==> config.mk <==
export PLATFORM = sky130hd
export DESIGN_NAME = bitband_alias_unit
export DESIGN_NICKNAME = d
export VERILOG_FILES = /design/src/rtl/bb_pkg.sv /design/src/rtl/bb_addr_decode.sv /design/src/rtl/bb_lane_gen.sv /design/src/rtl/bb_bit_merge.sv /design/src/rtl/bitband_alias_unit.sv
export SDC_FILE = /design/constraint.sdc
export NUM_CORES = 1
export LEC_CHECK = 0
export CAP_MARGIN = 30
export CORE_ASPECT_RATIO = 0.8
export CORE_MARGIN = 5
export CORE_UTILIZATION = 40
export DETAILED_ROUTE_END_ITERATION = 8
export DONT_BUFFER_PORTS = 1
export RECOVER_POWER = 100
export SLEW_MARGIN = 20
export SYNTH_ARGS = -nofsm -noshare
export SYNTH_HDL_FRONTEND = slang
export SYNTH_SLANG_ARGS = --single-unit
export TNS_END_PERCENT = 50
==> constraint.sdc <==
create_clock -name clk -period 3.59 [get_ports clk]
set_input_delay 0.359 -clock clk [delete_from_list [all_inputs] [get_ports clk]]
set_output_delay 0.359 -clock clk [all_outputs]
set_load 0.05 [all_outputs]
==> src/rtl/bb_pkg.sv <==
package bb_pkg;

    typedef enum logic [1:0] {
        ST_IDLE     = 2'd0,
        ST_ALIAS_RD = 2'd1,
        ST_ALIAS_WB = 2'd2
    } bb_state_e;

    typedef enum logic [1:0] {
        RSP_SRAM = 2'd0,
        RSP_BIT  = 2'd1,
        RSP_ZERO = 2'd2
    } bb_resp_e;

    localparam logic [1:0] SZ_BYTE = 2'd0;
    localparam logic [1:0] SZ_HALF = 2'd1;

endpackage

==> src/rtl/bb_addr_decode.sv <==
module bb_addr_decode #(
    parameter logic [31:0] REAL_BASE  = 32'h2000_0000,
    parameter logic [31:0] ALIAS_BASE = 32'h2200_0000,
    parameter int unsigned REAL_BYTES = 4096,
    localparam int BW = $clog2(REAL_BYTES)
) (
    input  logic [31:0]   addr,
    output logic          hit_real,
    output logic          hit_alias,
    output logic [BW-1:0] byte_off,
    output logic [2:0]    bitpos
);
    localparam logic [31:0] REAL_SPAN  = 32'(REAL_BYTES);
    localparam logic [31:0] ALIAS_SPAN = 32'(REAL_BYTES) << 5;

    logic [31:0] real_off;
    logic [31:0] alias_off;

    always_comb begin
        // Unsigned wrap makes addresses below a base look huge, so one compare suffices.
        real_off  = addr - REAL_BASE;
        alias_off = addr - ALIAS_BASE;
        hit_alias = alias_off < ALIAS_SPAN;
        hit_real  = (real_off < REAL_SPAN) && !hit_alias;
        bitpos    = alias_off[4:2];
        byte_off  = hit_alias ? alias_off[BW+4:5] : real_off[BW-1:0];
    end
endmodule

==> src/rtl/bb_lane_gen.sv <==
module bb_lane_gen
    import bb_pkg::*;
(
    input  logic [1:0]  size,
    input  logic [1:0]  lane,
    input  logic [31:0] wdata,
    output logic [3:0]  be,
    output logic [31:0] wdata_lanes
);
    always_comb begin
        case (size)
            SZ_BYTE: begin
                be          = 4'b0001 << lane;
                wdata_lanes = {4{wdata[7:0]}};
            end
            SZ_HALF: begin
                be          = lane[1] ? 4'b1100 : 4'b0011;
                wdata_lanes = {2{wdata[15:0]}};
            end
            default: begin
                be          = 4'b1111;
                wdata_lanes = wdata;
            end
        endcase
    end
endmodule

==> src/rtl/bb_bit_merge.sv <==
module bb_bit_merge (
    input  logic [31:0] old_word,
    input  logic [1:0]  lane,
    input  logic [2:0]  bitpos,
    input  logic        newbit,
    output logic [31:0] merged,
    output logic        picked
);
    for (genvar g = 0; g < 4; g++) begin : g_lane
        logic [7:0] mask;
        assign mask = (lane == 2'(g)) ? (8'b1 << bitpos) : 8'h00;
        assign merged[g*8 +: 8] = (old_word[g*8 +: 8] & ~mask) | (newbit ? mask : 8'h00);
    end

    assign picked = old_word[{lane, bitpos}];
endmodule

==> src/rtl/bitband_alias_unit.sv <==
module bitband_alias_unit
    import bb_pkg::*;
#(
    parameter logic [31:0] REAL_BASE  = 32'h2000_0000,
    parameter logic [31:0] ALIAS_BASE = 32'h2200_0000,
    parameter int unsigned REAL_BYTES = 4096,
    localparam int BW = $clog2(REAL_BYTES),
    localparam int AW = BW - 2
) (
    input  logic          clk,
    input  logic          rst_n,
    input  logic          m_req,
    input  logic          m_we,
    input  logic [1:0]    m_size,
    input  logic [31:0]   m_addr,
    input  logic [31:0]   m_wdata,
    output logic          m_ready,
    output logic          m_rvalid,
    output logic [31:0]   m_rdata,
    output logic          sram_en,
    output logic          sram_we,
    output logic [3:0]    sram_be,
    output logic [AW-1:0] sram_addr,
    output logic [31:0]   sram_wdata,
    input  logic [31:0]   sram_rdata
);
    typedef struct packed {
        bb_state_e     state;
        logic          rvalid;
        bb_resp_e      resp;
        logic          resp_bit;
        logic [AW-1:0] tgt_word;
        logic [1:0]    tgt_lane;
        logic [2:0]    tgt_bit;
        logic          tgt_val;
    } regs_t;

    regs_t r_d, r_q;

    logic          hit_real, hit_alias;
    logic [BW-1:0] byte_off;
    logic [2:0]    bitpos;
    logic [AW-1:0] cur_word;
    logic [1:0]    cur_lane;
    logic [3:0]    lane_be;
    logic [31:0]   lane_data;
    logic [31:0]   merged_word;
    logic          picked_bit;
    logic          accept;

    bb_addr_decode #(
        .REAL_BASE (REAL_BASE),
        .ALIAS_BASE(ALIAS_BASE),
        .REAL_BYTES(REAL_BYTES)
    ) u_dec (
        .addr     (m_addr),
        .hit_real (hit_real),
        .hit_alias(hit_alias),
        .byte_off (byte_off),
        .bitpos   (bitpos)
    );

    assign cur_word = byte_off[BW-1:2];
    assign cur_lane = byte_off[1:0];

    bb_lane_gen u_lanes (
        .size       (m_size),
        .lane       (cur_lane),
        .wdata      (m_wdata),
        .be         (lane_be),
        .wdata_lanes(lane_data)
    );

    bb_bit_merge u_merge (
        .old_word(sram_rdata),
        .lane    (r_q.tgt_lane),
        .bitpos  (r_q.tgt_bit),
        .newbit  (r_q.tgt_val),
        .merged  (merged_word),
        .picked  (picked_bit)
    );

    assign m_ready = (r_q.state == ST_IDLE);
    assign accept  = m_req && m_ready;

    // Next-state computation
    always_comb begin
        r_d        = r_q;
        r_d.rvalid = 1'b0;
        unique case (r_q.state)
            ST_IDLE: begin
                if (accept) begin
                    if (hit_alias) begin
                        r_d.tgt_word = cur_word;
                        r_d.tgt_lane = cur_lane;
                        r_d.tgt_bit  = bitpos;
                        r_d.tgt_val  = m_wdata[0];
                        r_d.state    = m_we ? ST_ALIAS_WB : ST_ALIAS_RD;
                    end else if (!m_we) begin
                        r_d.rvalid = 1'b1;
                        r_d.resp   = hit_real ? RSP_SRAM : RSP_ZERO;
                    end
                end
            end
            ST_ALIAS_RD: begin
                r_d.resp_bit = picked_bit;
                r_d.resp     = RSP_BIT;
                r_d.rvalid   = 1'b1;
                r_d.state    = ST_IDLE;
            end
            ST_ALIAS_WB: begin
                r_d.state = ST_IDLE;
            end
            default: r_d.state = ST_IDLE;
        endcase
    end

    always_ff @(posedge clk or negedge rst_n) begin
        if (!rst_n) begin
            r_q <= '{state: ST_IDLE, resp: RSP_ZERO, default: '0};
        end else begin
            r_q <= r_d;
        end
    end

    // SRAM port drive
    always_comb begin
        sram_en    = 1'b0;
        sram_we    = 1'b0;
        sram_be    = 4'b0000;
        sram_addr  = (r_q.state == ST_IDLE) ? cur_word : r_q.tgt_word;
        sram_wdata = lane_data;
        if (r_q.state == ST_IDLE) begin
            if (accept && (hit_real || hit_alias)) begin
                sram_en = 1'b1;
                sram_we = m_we && hit_real;
                sram_be = (m_we && hit_real) ? lane_be : 4'b0000;
            end
        end else if (r_q.state == ST_ALIAS_WB) begin
            sram_en    = 1'b1;
            sram_we    = 1'b1;
            sram_be    = 4'b0001 << r_q.tgt_lane;
            sram_wdata = merged_word;
        end
    end

    always_comb begin
        unique case (r_q.resp)
            RSP_SRAM: m_rdata = sram_rdata;
            RSP_BIT:  m_rdata = {31'b0, r_q.resp_bit};
            default:  m_rdata = 32'b0;
        endcase
    end
    assign m_rvalid = r_q.rvalid;

    // Checks
    assert_alias_locks_bus_R4: assert property (@(posedge clk) disable iff (!rst_n)
        accept && hit_alias |=> !m_ready);

    assert_alias_wb_one_lane_R4: assert property (@(posedge clk) disable iff (!rst_n)
        accept && hit_alias && m_we |=>
            sram_en && sram_we && $countones(sram_be) == 1 && sram_addr == $past(cur_word));

    assert_alias_read_zero_ext_R2: assert property (@(posedge clk) disable iff (!rst_n)
        accept && hit_alias && !m_we |=> ##1 (m_rvalid && m_rdata[31:1] == 31'b0));

    assert_direct_read_no_wait_R6: assert property (@(posedge clk) disable iff (!rst_n)
        accept && hit_real && !m_we |=> m_rvalid && m_ready);

    assert_outside_not_forwarded_R7: assert property (@(posedge clk) disable iff (!rst_n)
        accept && !hit_real && !hit_alias |-> !sram_en);
endmodule

# Yosys cells after proc, flatten, opt, wreduce, memory -nomap -nowiden
# Index checks and enable logic that the tools add are counted.
# W data, S select, Z words.
# totals
register_bits	22
output_inout_bits	82
wordCells	88
# classes
n_addsub	2
order_cmp	3
eq_ne	11
n_shift	3
muxes	35
bitwise	12
n_reduce_logical	14
# op_table
operator	count
$pmux W32 S2	2
$mux W32	2
$mux W8	8
$sub A32 B30 Y32 const B	2
$and A8 B8 Y8	4
$lt A32 B13 Y1 const B	1
$lt A32 B18 Y1 const B	1
$not A8 Y8	4
$or A8 B8 Y8	4
$mux W4	5
$mux W12	1
$mux W10	1
$eq A2 B1 Y1 const B	4
$logic_not A2 Y1	4
$mux W2	4
$pmux W4 S2	1
$shl A1 B2 Y4 const A	2
$shl A1 B3 Y8 const A	1
$eq A2 B2 Y1 const B	3
$lt A5 B6 Y1 const B	1
$mux W1	6
$mux W3	2
$pmux W3 S2	1
$bmux W1 S5	1
other kinds (10)	15

# Longest topological paths before layout
# Gate-level depths: netlist (run 1).
# logic_depth
depth_word	9
mapped_depth	9

# Cells and area by module
# From an unflattened synthesis (run 1), not the netlist that was laid out.
# hier_totals
hier_cells	354
hier_area_um2	3535.9
# by_module_without_submodules
module	n_inst	cells_each	area_each_um2
bitband_alias_unit	1	149	1690.4
bb_bit_merge	1	109	942.2
bb_lane_gen	1	60	524.3
bb_addr_decode	1	36	379.1

# Worst setup path after synthesis (run 1)
# OpenSTA, ideal clock, no wires.
# synth_path
kind	input -> output
from	input m_addr[23]
to	output sram_be[1]
arrival_ns	2.687
t_required_ns	3.231
slack_ns	0.544
path_stages	5
path_buffers	0
cell_sequence	or4_4 -> or4_4 -> a2111oi_0 -> a211oi_1 -> o22ai_1
# synth_via
elab_chain_cells	8
word_cells_on_any_way	16
cone_classes	add/sub: 2; order compare: 2; shift: 1; mux: 6; reduce/logical: 5
# synth_lines
item	line	source
from (decl)	bitband_alias_unit.sv:15	input logic [31:0] m_addr,
$sub A32 B30 Y32	bb_addr_decode.sv:22	alias_off = addr - ALIAS_BASE;
$lt A32 B18 Y1	bb_addr_decode.sv:23	hit_alias = alias_off < ALIAS_SPAN;
$mux W12 or $logic_not A1 Y1 (tied branches)	bb_addr_decode.sv:26, bb_addr_decode.sv:24	
$mux W4, or another cell as far along	bb_lane_gen.sv:17	be = lane[1] ? 4'b1100 : 4'b0011;
$pmux W4 S2, or another cell as far along	bb_lane_gen.sv:11	case (size)
$mux W4 or $logic_and A1 B1 Y1 (tied branches)	bitband_alias_unit.sv:137, bitband_alias_unit.sv:134	
$mux W4 (*)	bitband_alias_unit.sv:134	if (accept && (hit_real || hit_alias)) begin
$mux W4 (*)	bitband_alias_unit.sv:133	if (r_q.state == ST_IDLE) begin
to (decl)	bitband_alias_unit.sv:22	output logic [3:0] sram_be,
# Every way passes the cells marked *; elsewhere a longest branch is shown, timed or not.

# Final worst setup path (run 1)
# layout_path
from	input m_addr[23]
to	output sram_addr[3]
# layout_via
elab_chain_cells	4
# layout_lines
item	line	source
$sub A32 B30 Y32	bb_addr_decode.sv:22	
$lt A32 B18 Y1	bb_addr_decode.sv:23	
$mux W12	bb_addr_decode.sv:26	byte_off = hit_alias ? alias_off[BW+4:5] : real_off[BW-1:0];
$mux W10	bitband_alias_unit.sv:131	sram_addr = (r_q.state == ST_IDLE) ? cur_word : r_q.tgt_word;
to (decl)	bitband_alias_unit.sv:23	output logic [AW-1:0] sram_addr,
# No other way between the ends.

==> impl_results.md, run 1 <==
* Core Area at 7840 um^2
* GR Util met2 at 0.321
* Routed WL at 11.1 mm
* Post-synth top area cell: mux2i_1
* Most frequent cells in the layout: mux2i_1, nand2_1, clkbuf_1, nor2_1, and2_0
* CTS H-tree lvls at 1
* HPWL Detailed at 8.90 mm
* Cells after synthesis at 421
* Share of the synthesized area in the top cell type at 0.198
* Skew-Pair Late Insertion Delay at 0.26 ns
* Fin nets at 551
* Unrepaired setup endpoints after global routing: false
* Initial antenna violation count at 0
* Layout cells sized above 1 at 0.0989
* Layout Area Growth over Synthesis at 7.57%
* Gpl congestion at 0.910
* Skew final at 0.00415 ns
* Final slew viol count at 0
* GRT busiest layer: met2
* Warnings, synthesis at 0
* Commonest non-fill, non-tap cell in the layout: mux2i_1
* First-pass GRT wire length at 16.9 mm
* Syn Nets at 526
* ANT nets after route at 0
* Crit path required time at 3.23 ns
* DRC Markers at 0
* CTS tree: built
* Final worst setup slack at 0.492 ns
* # rows at 29
* Setup TNS Final at 0 ns
* Vias in the first global route at 2940
* Yosys reg bits at 22
* EDFF count, synth at 0
* Worst-path clk slew at 0.08 ns
* Synth cell types at 52
* Post-CTS Hold Fix Bufs at 1
* Final Cycle Share at 0.863
* Post-synthesis cell area at 3190 um^2
* Final worst path period need at 3.10 ns
* Mean routed wirelength per cell at 20.1 um
* Startpoint types: input port
* Die span in y at 89.9 um
* Pwr dens at 200 nW/um^2
* Die Area at 9880 um^2
* Horiz. Die Dim at 110 um
* Largest net degree at the start of global routing at 47
* I/O Pins at 184
* Fillers at 849
* DRC marker count from the first detailed-route iteration at 284
* Critical Path AT at 2.74 ns
* Port-buffer cells at 0
* Initial Util at 0.407
* Max-cap violations at 0
* Slew margin rel. at 0.206
* Final setup fails at 0
* Routed via count at 3192
* Via density at 5.77
* Hold WC Path Type: input port to flip-flop
* Actual slew at the worst max-slew pin at 1.19 ns
* Reg area at 552 um^2
* Critical Setup Path Class: input port to primary output
* Worst Path Max Fanout at 5
* CTS max path bufs at 2
* Average size of a mapped cell at 7.58 um^2
* Status: finished clean
* Multi-input gate area at 2420 um^2
* Peak VDD IR at 0.262 mV
* Crit. End Element: primary output
* Part of the Yosys area used for sequential elements at 0.173
* Post-CTS Setup Bufs at 0
* Top cells by area, synth: mux2i_1, dfrtp_1, mux2_2
* CTS resizes at 0
* Clk root buf: clkbuf_8
* Async S/R FF share, synth at 1.00
* 1st-pass router iterations at 4
* Overflow after GRT at 0
* Max Fclk at 0.323 GHz
* Final hold violation count at 0
* Inserted Clock Buffers at 3
* M1 GR Usage at 0.318
* Ys flop type: dfrtp_1
* Pre-CTS WS at 0.849 ns
* GR Layer Usage met3 at 0.0494
* P_leak at 1.52 nW
* N_diodes at 0
* Clock Sinks at 22
* GR Util All Layers at 0.212
[area by class of cell]
class                      count  share of cell area
sequential                    22               0.161
timing repair buffer          53              0.0703
multi-input combinational    358               0.705
tap                          108              0.0394
clock buffer                   4              0.0160
inverter                       8             0.00875
[power breakdown]
group          leakage [nW]  internal, W  switching (W)
Sequential            0.298     0.000248     0.00000270
Clock                0.0288    0.0000977      0.0000789
Combinational          1.19    0.0000713       0.000188
[metal layers]
layer	wire, um	vias up
met1	5270	1500
met4	14	0
met2	4910	139
met3	931	2
met5	0	-
li1	-	1551
[registers in the layout, summed over array words and instances, names as in the netlist]
name / cells
r_q: 21
m_rvalid: 1
[stage by stage]
stage | hold WS, ns | cells | utilization | instance area, um^2 | total power (W)
after global routing | 0.146 | 553 | 0.438 | 3430 | 0.000725
after floorplan | 0.0634 | 421 | - | 3190 | 0.000468
after global placement | 0.0639 | 547 | 0.455 | 3570 | 0.000535
after detailed placement | 0.0640 | 547 | 0.455 | 3570 | 0.000537
final | 0.163 | 553 | 0.438 | 3430 | 0.000687
after CTS | 0.158 | 552 | 0.463 | 3630 | 0.000720
[worst max-delay path, stage by stage]
cell and delay [ns]:
or4_1 0.59, or4_1 0.60, nor2_1 0.38, nand2_1 0.10, a31oi_1 0.22, clkbuf_1 0.50
[logic make-up after synthesis]
group                      after synthesis  synth area share
AOI/OAI and AO/OA                       90             0.172
xor gates and xnor gates                 3           0.00823
adders and majority gates                3            0.0118
buffers and inverters                   41            0.0576
DFF                                     22             0.173
muxes                                   92             0.312
and+or+nand+nor                        170             0.266
[final timing paths]
| check | cells past startpoint | endpoint | slack [ns] | start |
|---|---|---|---|---|
| min reg2reg | 1 | r_q[12] | 0.50 | r_q[12] |
| max in group asynchronous | 1 | r_q[21] | 2.56 | rst_n |
| max reg2reg | 4 | r_q[10] | 1.35 | r_q[21] |
| max | 6 | sram_addr[3] | 0.49 | m_addr[23] |
| min in group asynchronous | 1 | r_q[11] | 0.31 | rst_n |
| min | 1 | r_q[20] | 0.16 | m_we |
[synth_stat cells (6+ instances only)]
master    count
mux2i_1      63
nand2_1      55
o21ai_0      37
nor2_1       33
and2_1       31
clkbuf_1     23
dfrtp_1      21
mux2_2       19
a21oi_1      17
nand3_1      13
mux2_4       10
nor3_1        9
inv_1         8
a311oi_1      7
nor2b_1       7
a21boi_0      6
buf_1         6
No activity file was read; power rests on OpenSTA's default activity.
==> inputs of run 2 (changes only) <==
==> constraint.sdc (replaced) <==
create_clock -name clk -period 3.25 [get_ports clk]
set_input_delay 0.325 -clock clk [delete_from_list [all_inputs] [get_ports clk]]
set_output_delay 0.325 -clock clk [all_outputs]
set_load 0.05 [all_outputs]
==> impl_results.md, run 2 (synthesis results as in run 1) <==
* Status: finished clean
* Most frequent cells in the layout: mux2i_1, nand2_1, clkbuf_1, nor2_1, and2_0
* Reg area at 552 um^2
* Clock Sinks at 22
* GRT busiest layer: met1
* Max reg flops at 21
* Fin nets at 555
* Crit path required time at 2.92 ns
* # rows at 29
* Startpoint types: flip-flop
* Port-buffer cells at 0
* Peak VDD IR at 0.240 mV
* First-pass GRT wire length at 17.4 mm
* Final slew viol count at 0
* Critical Setup Path Class: flip-flop to primary output
* DRC Markers at 0
* Final hold violation count at 0
* Max Fclk at 0.341 GHz
* Worst Path Max Fanout at 14
* Unrepaired setup endpoints after global routing: false
* Mean routed wirelength per cell at 20.3 um
* CTS resizes at 0
* Reg with most FFs: r_q
* Horiz. Die Dim at 110 um
* DRC marker count from the first detailed-route iteration at 337
* CTS tree: built
* Overflow after GRT at 0
* Inserted Clock Buffers at 3
* Post-CTS Hold Fix Bufs at 1
* Multi-input gate area at 2430 um^2
* Routed via count at 3281
* GR Util All Layers at 0.217
* HPWL Detailed at 9.15 mm
* Routed WL at 11.3 mm
* Final Cycle Share at 0.903
* Pwr dens at 235 nW/um^2
* CTS max path bufs at 2
* GR Layer Usage met3 at 0.0530
* Post-CTS Setup Bufs at 0
* Slew margin rel. at 0.209
* Largest net degree at the start of global routing at 34
* Final worst setup slack at 0.315 ns
* ANT nets after route at 0
* Core Area at 7840 um^2
* Worst-path clk slew at 0.08 ns
* CTS H-tree lvls at 1
* GR Util met2 at 0.312
* N_diodes at 0
* Fillers at 846
* Initial antenna violation count at 0
* Final setup fails at 0
* Skew-Pair Late Insertion Delay at 0.26 ns
* Via density at 5.89
* Worst path cell trace: clkbuf_1, nor3_1, nand3_1, mux2i_1, o21ai_1, clkbuf_1
* Max-cap violations at 0
* Skew final at 0.00215 ns
* M1 GR Usage at 0.335
* Layout cells sized above 1 at 0.125
* Die Area at 9880 um^2
* Vias in the first global route at 3061
* Clk root buf: clkbuf_8
* Final worst path period need at 2.93 ns
* Pre-CTS WS at 0.511 ns
* Actual slew at the worst max-slew pin at 1.19 ns
* Hold WC Path Type: input port to flip-flop
* Crit. End Element: primary output
* CP max-delay cell: dfrtp_1
* Setup TNS Final at 0 ns
* P_leak at 1.57 nW
* Gpl congestion at 0.934
* 1st-pass router iterations at 5
* Commonest non-fill, non-tap cell in the layout: mux2i_1
* Die span in y at 89.9 um
* Cell mode on critical path: clkbuf_1
* CP max stage delay at 0.58 ns
* Initial Util at 0.407
* Family with the most delay on the worst path: buffers and inverters
* WP buf/inv at 2
* Critical Path AT at 2.61 ns
* Layout Area Growth over Synthesis at 9.68%
* I/O Pins at 184
==> run 2: changes by cell type in the layout (fill, tap and decap cells not counted), sizes merged <==
cell	delta
clkbuf	+2
buf	+1
bufinv	+1
==> run 2: report_power, final <==
part / switching [W] / internal (W) / leakage [nW]
Clock: 0.0000904 / 0.000164 / 0.0357
Combinational: 0.000208 / 0.0000817 / 1.23
Sequential: 0.00000302 / 0.000274 / 0.298
Total: 0.000301 / 0.000520 / 1.57
==> run 2: area by class of cell <==
cell class	count	area share
clock buffer	3	0.0118
clock inverter	1	0.00858
inverter	8	0.00858
multi-input combinational	358	0.693
sequential	22	0.158
tap	108	0.0386
timing repair buffer	57	0.0815
==> run 2: metrics by stage <==
stage | total power [W] | hold WS [ns] | utilization | cell area [um^2] | instances
after floorplan | 0.000517 | 0.0294 | - | 3190 | 421
after global placement | 0.000590 | 0.0300 | 0.459 | 3600 | 551
after detailed placement | 0.000593 | 0.0299 | 0.459 | 3600 | 551
after CTS | 0.000855 | 0.113 | 0.469 | 3680 | 556
after global routing | 0.000860 | 0.108 | 0.447 | 3500 | 557
final | 0.000822 | 0.118 | 0.447 | 3500 | 557
==> run 2: path summary, 6_finish.rpt <==
path | startpoint | endpoint | slack [ns] | cells after the start
setup / recovery | r_q[2] | sram_wdata[24] | 0.32 | 6
hold / removal | m_we | r_q[20] | 0.12 | 1
setup reg to reg | r_q[21] | r_q[5] | 1.03 | 4
hold reg to reg | r_q[7] | r_q[7] | 0.50 | 1
max in group asynchronous | rst_n | r_q[2] | 2.26 | 1
min in group asynchronous | rst_n | r_q[11] | 0.28 | 1
==> run 2: per-layer routing <==
metal | up-vias | wire length [um]
li1 | 1564 | -
met1 | 1535 | 5210
met2 | 163 | 4850
met3 | 19 | 1060
met4 | 0 | 176
met5 | - | 0
==> inputs of run 3 (changes only) <==
--- a/config.mk
+++ b/config.mk
@@ -5,12 +5,14 @@
 export SDC_FILE = /design/constraint.sdc
 export NUM_CORES = 1
 export LEC_CHECK = 0
+export ABC_AREA = 1
 export CAP_MARGIN = 30
 export CORE_ASPECT_RATIO = 0.8
 export CORE_MARGIN = 5
 export CORE_UTILIZATION = 40
 export DETAILED_ROUTE_END_ITERATION = 8
 export DONT_BUFFER_PORTS = 1
+export GPL_ROUTABILITY_DRIVEN = 1
 export RECOVER_POWER = 100
 export SLEW_MARGIN = 20
 export SYNTH_ARGS = -nofsm -noshare
==> impl_results.md, run 3 <==
* Status: finished clean
* Sequential fraction of design power at 0.288
* Layout cells sized above 1 at 0.0913
* Crit path required time at 2.92 ns
* N_diodes at 0
* Layout Area Growth over Synthesis at 9.19%
* Share of the synthesized area in the top cell type at 0.162
* Clk pwr share at 0.203
* I/O Pins at 184
* Cell mode on critical path: clkbuf_2
* Yosys reg bits at 22
* Worst Path Max Fanout at 33
* Final hold violation count at 0
* Cells after synthesis at 586
* Reg2reg start: r_q[21]
* Syn Nets at 691
* Final Cycle Share at 0.900
* Vias in the first global route at 3754
* CP max-delay cell: dfrtp_1
* Reg with most FFs: r_q
* Startpoint types: flip-flop
* Horiz. Die Dim at 111 um
* Hold WC Path Type: input port to flip-flop
* Average size of a mapped cell at 5.55 um^2
* Via density at 5.55
* Final worst setup slack at 0.326 ns
* Port-buffer cells at 0
* 1st-pass router iterations at 5
* Combinational share of power at 0.509
* Final worst path period need at 2.92 ns
* NetSw at 0.000495 W
* Initial antenna violation count at 0
* Sw Share at 0.508
* ANT nets after route at 0
* Pwr dens at 274 nW/um^2
* Worst path cell trace: inv_1, nand2_1, buf_4, inv_2, clkbuf_2, nor2_1, a32oi_1, clkbuf_2
* Actual slew at the worst max-slew pin at 1.19 ns
* GR Util All Layers at 0.253
* Critical Path AT at 2.60 ns
* Largest net degree at the start of global routing at 34
* Post-CTS Setup Bufs at 0
* Routed WL at 13.6 mm
* Worst-path clk slew at 0.08 ns
* Routed via count at 4123
* Initial Util at 0.409
* Skew final at 0.00191 ns
* Peak VDD IR at 0.164 mV
* Ys flop type: dfrtp_1
* Hold path start: m_we
* Commonest non-fill, non-tap cell in the layout: nand2_1
* Critical Setup Path Class: flip-flop to primary output
* Hold Slack at 0.124 ns
* CTS tree: built
* Post-synthesis cell area at 3250 um^2
* Final slew viol count at 0
* CTS H-tree lvls at 1
* Max Fclk at 0.342 GHz
* # rows at 29
* Crit. End Element: primary output
* Most frequent cells in the layout: nand2_1, inv_1, nor2_1, o21ai_0, nand3_1
* Final setup fails at 0
* Slew margin rel. at 0.206
* Top cells by area, synth: dfrtp_1, nand2_1, o21ai_0
* Fin nets at 741
* Final Cell Area at 3550 um^2
* Synth cell types at 35
* EDFF count, synth at 0
* Mean routed wirelength per cell at 18.3 um
* P_leak at 1.78 nW
* Gpl congestion at 0.986
* Cell Area, Placed at 3760 um^2
* Part of the Yosys area used for sequential elements at 0.170
* Total Power at 0.000974 W
* HPWL Detailed at 11.0 mm
* Most frequent cell after synthesis: nand2_1
* Setup crit start: r_q[20]
* DRC Markers at 0
* Overflow after GRT at 0
* Unrepaired setup endpoints after global routing: false
* Clock Sinks at 22
* Async S/R FF share, synth at 1.00
* Synth cell count leaders: nand2_1, inv_1, nor2_1, o21ai_0, nand3_1
* Max reg flops at 21
* CP max stage delay at 0.48 ns
* Max-cap violations at 0
* Warnings, synthesis at 0
* Die span in y at 90.7 um
* Skew-Pair Late Insertion Delay at 0.26 ns
* Int Power at 0.000480 W
* Setup TNS Final at 0 ns
* Pre-CTS WS at 0.852 ns
* Core Area at 7950 um^2
* Post-synth top area cell: dfrtp_1
* CTS max path bufs at 2
* Die Area at 10000 um^2
* DRC marker count from the first detailed-route iteration at 494
* Clk root buf: clkbuf_8
* First-pass GRT wire length at 20.9 mm
* Fillers at 936
* Inserted Clock Buffers at 3
[run 3: cell types whose count changed after synthesis, sizes merged, moves of 31 or more]
cell / change
nor2: +58
nand3: +42
and2: -31
o21ai: +57
mux2i: -63
nand2: +73
inv: +96
[run 3: logic make-up (layout without fill, tap and decap cells)]
group / count (synthesis) / count (layout) / share of synthesized area
and+or+nand+nor: 282 / 282 / 0.375
AOI/OAI and AO/OA: 142 / 142 / 0.264
buffers and inverters: 136 / 185 / 0.177
DFF: 22 / 22 / 0.170
adders and majority gates: 3 / 3 / 0.0115
xor gates and xnor gates: 1 / 1 / 0.00269
[run 3: stage by stage]
stage | instances | util
after global placement | 737 | 0.474
after floorplan | 586 | -
final | 743 | 0.447
after CTS | 742 | 0.482
after global routing | 743 | 0.447
after detailed placement | 737 | 0.474
[run 3: path summary, 6_finish.rpt]
path,to,cells past startpoint,slack [ns]
worst max-delay path,sram_wdata[29],8,0.33
worst min-delay path,r_q[20],1,0.12
worst max register to register,r_q[4],6,1.09
worst min register to register,r_q[9],2,0.53
max in group asynchronous,r_q[3],1,2.26
min in group asynchronous,r_q[9],1,0.28
[run 3: area by class of cell]
type,instances,area [um^2],area share
timing repair buffer,75,353,0.0993
inverter,106,403,0.113
tap,108,135,0.0380
clock buffer,4,55.1,0.0155
sequential,22,552,0.155
multi-input combinational,428,2050,0.578
[run 3: routing by layer]
metal | vias to the layer above | wire [um] | share of wire | global-route usage
met5 | - | 0 | 0 | 0
met4 | 0 | 74 | 0.0054 | 0.0236
met3 | 8 | 1700 | 0.13 | 0.0710
met2 | 236 | 5700 | 0.42 | 0.369
met1 | 1874 | 6100 | 0.45 | 0.380
li1 | 2005 | - | - | -
[run 3: repair_timing]
action / CTS / global route
endpoints found under the hold margin: 22 / 0
gates resized for setup: 0 / 0
hold buffers: 1 / 0
[run 3: power by group through the flow]
stage,clock [W],combinational (W),sequential (W)
floorplan,0,0.000397,0.000285
CTS,0.000202,0.000540,0.000280
global placement,0,0.000530,0.000286
detailed placement,0,0.000532,0.000286
finish,0.000198,0.000496,0.000280
global route,0.000220,0.000529,0.000281
[run 3: critical path, delay by kind of cell, from the launching register on]
family,cells,cell delay (ns)
AND/OR/NAND/NOR,2,0.18
AO/OA/AOI/OAI,1,0.19
flip-flops,1,0.48
buffers and inverters,5,1.47
